### config.mk
export PLATFORM = sky130hd
export DESIGN_NAME = bridge_bringup_seq
export DESIGN_NICKNAME = d
export VERILOG_FILES = /design/src/rtl/bridge_bringup_seq.sv
export SDC_FILE = /design/constraint.sdc
export NUM_CORES = 1
export LEC_CHECK = 0
export BUFFER_PORTS_ARGS = -buffer_cell sky130_fd_sc_hd__clkbuf_2
export CORE_AREA = 8 8 85 87
export CTS_CLUSTER_DIAMETER = 60
export DETAILED_ROUTE_END_ITERATION = 10
export DIE_AREA = 0 0 93 95
export PLACE_DENSITY = 0.8
export SLEW_MARGIN = 20
export SYNTH_ARGS = -nofsm -noshare
export SYNTH_HDL_FRONTEND = slang
export SYNTH_SLANG_ARGS = --single-unit
### constraint.sdc
create_clock -name clk -period 2.8 [get_ports clk]
set_input_delay 0 -clock clk [delete_from_list [all_inputs] [get_ports clk]]
set_output_delay 0 -clock clk [all_outputs]
set_load 0.02 [all_outputs]
### src/rtl/bridge_bringup_seq.sv
module bridge_bringup_seq #(
  parameter int WAIT_MS = 10
) (
  input  logic        clk,
  input  logic        rst_n,
  input  logic        start,
  input  logic        ms_tick,
  input  logic [7:0]  hsync_w,
  input  logic [7:0]  hbp,
  input  logic [7:0]  hfp,
  input  logic [7:0]  vsync_w,
  input  logic [7:0]  vbp,
  input  logic [7:0]  vfp,
  input  logic [15:0] h_active,
  input  logic [15:0] v_active,
  input  logic [1:0]  pix_fmt,
  input  logic [2:0]  lanes,
  input  logic [15:0] pll_word,
  input  logic [15:0] lp_div,
  output logic        pwr_en,
  output logic        rst_out_n,
  output logic        wr_req,
  output logic [7:0]  wr_addr,
  output logic [15:0] wr_data,
  input  logic        wr_done,
  output logic        ready
);
  localparam int CW     = $clog2(WAIT_MS + 1);
  localparam int NWR    = 18;
  localparam int GAP_AT = 16;
  localparam int IW     = $clog2(NWR);
  localparam logic [CW-1:0] WLAST = CW'(WAIT_MS - 1);

  typedef enum logic [2:0] {S_IDLE, S_OFF, S_PWR, S_RLO, S_RHI, S_WR, S_GAP, S_RDY} st_t;

  st_t           st;
  logic [CW-1:0] cnt;
  logic [IW-1:0] idx;
  logic          waiting, wait_end, wr_fire;

  assign waiting   = (st == S_PWR) || (st == S_RLO) || (st == S_RHI) || (st == S_GAP);
  assign wait_end  = waiting && ms_tick && (cnt == WLAST);
  assign wr_fire   = (st == S_WR) && wr_done;

  assign pwr_en    = (st != S_IDLE) && (st != S_OFF);
  assign rst_out_n = (st != S_RLO);
  assign wr_req    = (st == S_WR);
  assign ready     = (st == S_RDY);

  always_ff @(posedge clk or negedge rst_n) begin
    if (!rst_n) begin
      st  <= S_IDLE;
      cnt <= '0;
      idx <= '0;
    end else if (start) begin
      st  <= S_OFF;
      cnt <= '0;
      idx <= '0;
    end else begin
      if (waiting && ms_tick) cnt <= wait_end ? '0 : cnt + 1'b1;
      if (wr_fire) idx <= idx + 1'b1;
      case (st)
        S_OFF: st <= S_PWR;
        S_PWR: if (wait_end) st <= S_RLO;
        S_RLO: if (wait_end) st <= S_RHI;
        S_RHI: if (wait_end) st <= S_WR;
        S_WR:
          if (wr_fire) begin
            if (idx == IW'(GAP_AT - 1)) st <= S_GAP;
            else if (idx == IW'(NWR - 1)) st <= S_RDY;
          end
        S_GAP: if (wait_end) st <= S_WR;
        default: ;
      endcase
    end
  end

  always_comb begin
    wr_addr = 8'h00;
    wr_data = 16'h0000;
    case (idx)
      5'd0:  begin wr_addr = 8'hC0; wr_data = 16'h0100; end
      5'd1:  begin wr_addr = 8'hB1; wr_data = {vsync_w, hsync_w}; end
      5'd2:  begin wr_addr = 8'hB2; wr_data = {8'(vsync_w + vbp), 8'(hsync_w + hbp)}; end
      5'd3:  begin wr_addr = 8'hB3; wr_data = {vfp, hfp}; end
      5'd4:  begin wr_addr = 8'hB4; wr_data = h_active; end
      5'd5:  begin wr_addr = 8'hB5; wr_data = v_active; end
      5'd6:  begin wr_addr = 8'hB6; wr_data = 16'hE004 | {14'd0, 2'd3 - pix_fmt}; end
      5'd7:  begin wr_addr = 8'hDE; wr_data = {13'd0, lanes - 3'd1}; end
      5'd8:  begin wr_addr = 8'hD6; wr_data = 16'h0004; end
      5'd9:  begin wr_addr = 8'hB9; wr_data = 16'h0000; end
      5'd10: begin wr_addr = 8'hC4; wr_data = 16'h0001; end
      5'd11: begin wr_addr = 8'hC9; wr_data = 16'h2103; end
      5'd12: begin wr_addr = 8'hBA; wr_data = pll_word; end
      5'd13: begin wr_addr = 8'hBB; wr_data = lp_div; end
      5'd14: begin wr_addr = 8'hB9; wr_data = 16'h0001; end
      5'd15: begin wr_addr = 8'hB8; wr_data = 16'h0000; end
      5'd16: begin wr_addr = 8'hB7; wr_data = 16'h0342; end
      5'd17: begin wr_addr = 8'hB8; wr_data = 16'h0000; end
      default: ;
    endcase
  end

  assert_start_powers_off_R2: assert property (@(posedge clk) disable iff (!rst_n)
    start |=> (!pwr_en && !ready && !wr_req));

  assert_reset_needs_power_R3: assert property (@(posedge clk) disable iff (!rst_n)
    !rst_out_n |-> pwr_en);

  assert_req_holds_R4: assert property (@(posedge clk) disable iff (!rst_n)
    (wr_req && !wr_done && !start) |=> (wr_req && $stable(wr_addr)));

  assert_req_powered_R4: assert property (@(posedge clk) disable iff (!rst_n)
    wr_req |-> (pwr_en && rst_out_n));

  assert_ready_sticks_R10: assert property (@(posedge clk) disable iff (!rst_n)
    (ready && !start) |=> (ready && pwr_en && rst_out_n && !wr_req));
endmodule

Yosys cells after proc, flatten, opt, wreduce, memory -nomap -nowiden
Cells that the tools add are included.
{ "totals": {"in_bits": 122, "register_bits": 12, "elab_cells": 73} }
{ "op_classes": {"n_eq_ne": 32, "add_sub_neg": 6, "n_mux": 15, "reduce_logical": 17} }
{ "op_table": {"columns": ["operator", "count"], "rows": [
  ["16-bit one-hot mux with 14 select lines", 1],
  ["8-bit one-hot mux with 16 select lines", 1],
  ["5-bit by 4-bit equality test with 1-bit output (second input constant)", 8],
  ["3-bit 2-to-1 mux", 7],
  ["5-bit by 3-bit equality test with 1-bit output (second input constant)", 4],
  ["8-bit adder", 2],
  ["3-bit one-hot mux with 5 select lines", 1],
  ["3-bit equality test (second input constant)", 4],
  ["4-bit 2-to-1 mux", 3],
  ["5-bit by 2-bit equality test with 1-bit output (second input constant)", 2],
  ["5-bit equality test (second input constant)", 2],
  ["5-bit 2-to-1 mux", 2],
  ["2-bit OR reduction", 4],
  ["3-bit by 2-bit equality test with 1-bit output (second input constant)", 2],
  ["3-bit by 1-bit != test with 1-bit output (second input constant)", 2],
  ["3-bit by 2-bit != test with 1-bit output (second input constant)", 2],
  ["3-bit != test (second input constant)", 2],
  ["6-bit AND reduction", 1],
  ["6-bit nonzero test", 1],
  ["5-bit by 1-bit adder with 5-bit output (second input constant)", 1],
  ["5-bit by 1-bit equality test with 1-bit output (second input constant)", 1],
  ["5-bit logical NOT", 1],
  ["4-bit by 1-bit adder with 4-bit output (second input constant)", 1],
  ["4-bit equality test (second input constant)", 1],
  ["other kinds (8)", 14]
]} }

Logic depth before layout (Yosys ltp)
{ "depth": {"ltp_word": 9, "depth_mapped": 8, "ltp_nobuf": 8} }

Worst setup path before layout
OpenSTA, ideal clock, no wires.
{ "synth_path": {"path_type": "register -> output", "from": "reg idx[0]", "to": "out wr_addr[7]", "arrival_time_ps": 2081, "path_buffers": 1, "t_required_ps": 2800, "slack_ps": 719, "stages_incl_launch_ff": 8, "path_cell_list": "dfrtp_1 -> inv_1 -> ha_1 -> clkbuf_1 -> or2_2 -> a21oi_1 -> a211oi_1 -> or4_1"} }
{ "synth_via": {"elab_chain_cells": 3, "word_cells_on_any_way": 21, "cone_classes": "eq/ne: 17; mux: 1; reduce/logical: 3"} }
{ "synth_lines": {"columns": ["item", "line", "text"], "rows": [
  ["start, declared", "38", "logic [IW-1:0] idx;"],
  ["start signal, assigned", "61", "if (wr_fire) idx <= idx + 1'b1;"],
  ["5-bit by 4-bit equality test with 1-bit output or 5-bit equality test (tied branches)", "81", "case (idx)"],
  ["2-bit OR reduction (no line)", null, null],
  ["8-bit one-hot mux with 16 select lines *", "81", null],
  ["end, declared", "23", "output logic [7:0] wr_addr,"]
]} }
Every way passes the cells marked *; elsewhere a longest branch is shown, timed or not.

Worst setup path after layout
{ "layout_path": {"from": "reg idx[3]", "to": "out wr_data[14]"} }
{ "layout_via": {"elab_chain_cells": 3, "word_cells_on_any_way": 17, "cone_classes": "eq/ne: 14; mux: 1; reduce/logical: 2"} }
{ "layout_lines": {"columns": ["item", "line", "text"], "rows": [
  ["5-bit by 4-bit equality test with 1-bit output", "81", null],
  ["2-bit OR reduction (no line)", null, null],
  ["16-bit one-hot mux with 14 select lines *", "81", null],
  ["end, declared", "24", "output logic [15:0] wr_data,"]
]} }
Marks and branches as above.

==> results_dict.tcl <==
set metrics [dict create \
    grt_pass1_vias 3380 \
    cts_buffer_depth 2 \
    io_pins 150 \
    yosysWarningCount 0 \
    async_reset_ff_share_pct 100 \
    post-route-min-period_ps 2510 \
    firstDrtPassIters 5 \
    port_buffers 149 \
    slew_headroom_pct 54.0 \
    drt_iter0_markers 179 \
    fin_hold_ws_ps 93.4 \
    core_area_sq_um 5820 \
    vias_per_cell 5.88 \
    rr_worst_depth 5 \
    ir_worst_vdd_v 0.000475 \
    clock_sinks 12 \
    hold_path.startpoint "start" \
    clk_pin_slew_worst_paths_ps 60 \
    routed-via-count 3373 \
    grt_start_max_net_pins 18 \
    cts_hold_buf 1 \
    regToRegSetupSlack_ps 530 \
    cts_root_buf "clkbuf_8" \
    grt_pass1_wl_mm 16.5 \
    synth_top_cell_by_area "dfrtp_1" \
    antenna_found_initial 0 \
    crit_path_end_kind "primary output" \
    ys_ff_latch 12 \
    rows 28 \
    r2r-start "idx[3]$_DFFE_PN0P_" \
    ctsResizeCount 0 \
    fin_util_pct 60.0 \
    diodes 0 \
    cts_setup_buffers 0 \
    final.setup.tns_ps 0 \
    synth_top_cells_by_area "dfrtp_1 (12%), ha_1 (11%), mux2i_1 (7.4%), a21oi_1 (5.1%), o21ai_0 (4.5%)" \
    synth_area_per_cell_sq_um 7.30 \
    drive_gt1_share_pct 37.1 \
    chipHeight_microns 95 \
    dpl.hpwl_mm 9.30 \
    rsz0062_at_grt "no" \
    clock_latency_ps 240 \
    htreeDepth 1 \
    place_congestion 0.973 \
    clock-skew-final_ps 2.34 \
    floorplan.initialDensity_pct 44.0 \
    final_antenna_net_count 0 \
    yosysUniqueCellTypes 64 \
    synth_edf_count 0 \
    wirelength_mm 10.9 \
    ys_seq_area_share_pct 11.7 \
    worstMarginPinSlew_ps 681 \
    areaGrowthSynthToFinish_pct 36.5 \
    critPathMaxFanout 17 \
    maxCapViolCount 0 \
    critPathKind "flop to primary output" \
    p_leak_nw 1.73 \
    die_x_microns 93 \
    grt_overflow_total 0 \
    min_period_over_period_pct 89.6 \
    drc 0 \
    status "complete, no violations" \
    fmax_mhz 399 \
    min_to "idx[2]$_DFFE_PN0P_" \
    cp.arrival_ps 2510 \
    critPathLaunchType "flop" \
    synth_flop_cell "dfrtp_1" \
    grt_usage_pct 22.8 \
    syn_nets 496 \
    hold_depth 2 \
    syn_inst 350 \
    yosys.area.top_type_share_pct 11.7 \
    drv_slew 0 \
    final_nets 646 \
    wire_per_inst_microns 19.0 \
    hold_class "primary input to flop" \
    synth_area_sq_um 2560 \
    final_hold_viol_count 0 \
    startpoint "idx[3]$_DFFE_PN0P_" \
    setup_violations 0 \
    worstPathRequired_ps 2800 \
    tritoncts "built" \
    fp.dieArea_sq_um 8840 \
    r2r_end "st[1]$_DFFE_PN0P_" \
    powerDensity_nw_per_um2 348 \
    cts_buffers 3 \
]
-- logic make-up (layout without fill, tap and decap cells) --
logic type,after synthesis,count (layout),synth area share (%)
compound gates,122,122,32.6
simple gates,121,121,24.5
buf+inv,38,187,6.31
fa+ha+maj,24,24,12.3
mux,21,21,8.32
xor+xnor,12,12,4.11
flops,12,12,11.7
-- critical path, stage by stage, from the launching register on --
cell       delay, ps
dfrtp_1          690
buf_4            310
and4bb_2         300
a22o_1           260
a2111oi_0        380
o31ai_1          150
clkbuf_2         180
-- metrics by stage --
step                      worst slack (ps)  power, mW  instance area (sq um)  instances
after floorplan                        719      0.736                   2560        350
after global placement                 625       1.01                   3420        569
after detailed placement               586       1.02                   3420        569
after CTS                              350       1.22                   3490        574
after global routing                   183       1.30                   3490        574
final                                  292       1.22                   3490        574
-- flip-flops by register name, summed over array words and instances (netlist names) --
signal  cells
idx         5
st          3
cnt         4
-- routing by layer --
| metal | wire (microns) | global-route usage (%) | vias to the layer above |
|---|---|---|---|
| met5 | 0 | 0 | - |
| met4 | 178 | 5.77 | 0 |
| met3 | 1300 | 6.67 | 18 |
| met2 | 5250 | 40.3 | 189 |
| met1 | 4190 | 26.2 | 1549 |
| li1 | - | - | 1617 |
-- report_power, final --
group          internal [mW]  switching (mW)
registers              0.206          0.0621
logic                  0.323           0.435
clock network          0.124          0.0652
-- cell usage after synthesis, types with 5 or more instances --
library cell / number
nand3_1: 14
o21ai_0: 23
buf_2: 9
or2_2: 6
o211ai_1: 7
a22oi_1: 9
a21o_1: 5
a221oi_1: 8
ha_1: 22
nand2b_1: 8
and3_1: 5
a211oi_1: 8
dfrtp_1: 12
inv_1: 15
xnor2_1: 9
nor2_1: 30
nand2_1: 30
mux2i_1: 19
clkbuf_1: 10
a21oi_1: 26
a22o_1: 5
-- how the worst max path moves through the flow --
stage                        endpoint  slack [ps]  cells past startpoint
finish                    wr_data[14]         290                      6
global route              wr_data[14]         180                      6
CTS                       wr_data[14]         350                      6
detailed placement  st[1]$_DFFE_PN0P_         590                      5
global placement          wr_data[14]         620                      6
floorplan                  wr_addr[7]         720                      7
-- placed cells by master, fill, tap and decap left out, types with 4 or more instances in the layout --
| master | netlist | layout |
|---|---|---|
| a211oi_1 | 8 | 8 |
| a21o_1 | 5 | 5 |
| a21oi_1 | 26 | 26 |
| a221oi_1 | 8 | 8 |
| a222oi_1 | 4 | 4 |
| a22o_1 | 5 | 5 |
| a22oi_1 | 9 | 9 |
| and3_1 | 5 | 5 |
| buf_4 | 0 | 16 |
| clkbuf_2 | 0 | 149 |
| clkbuf_8 | 0 | 4 |
| dfrtp_1 | 12 | 12 |
| ha_1 | 22 | 22 |
| inv_1 | 15 | 15 |
| mux2i_1 | 19 | 19 |
| nand2_1 | 30 | 30 |
| nand2b_1 | 8 | 8 |
| nand3_1 | 14 | 14 |
| nor2_1 | 30 | 30 |
| nor2b_1 | 4 | 4 |
| o211ai_1 | 7 | 7 |
| o21ai_0 | 23 | 23 |
| o22ai_1 | 4 | 4 |
| or2_2 | 6 | 6 |
| xnor2_1 | 9 | 9 |
-- layout make-up --
class | count | area (sq um)
fillers | 546 | 2330
clock buffers | 4 | 55.1
inverters | 17 | 63.8
flip-flops and latches | 12 | 300
multi-input cells | 300 | 2100
repair buffers | 166 | 876
well taps | 75 | 93.8
Note: power is estimated with default switching activity, not from simulation.
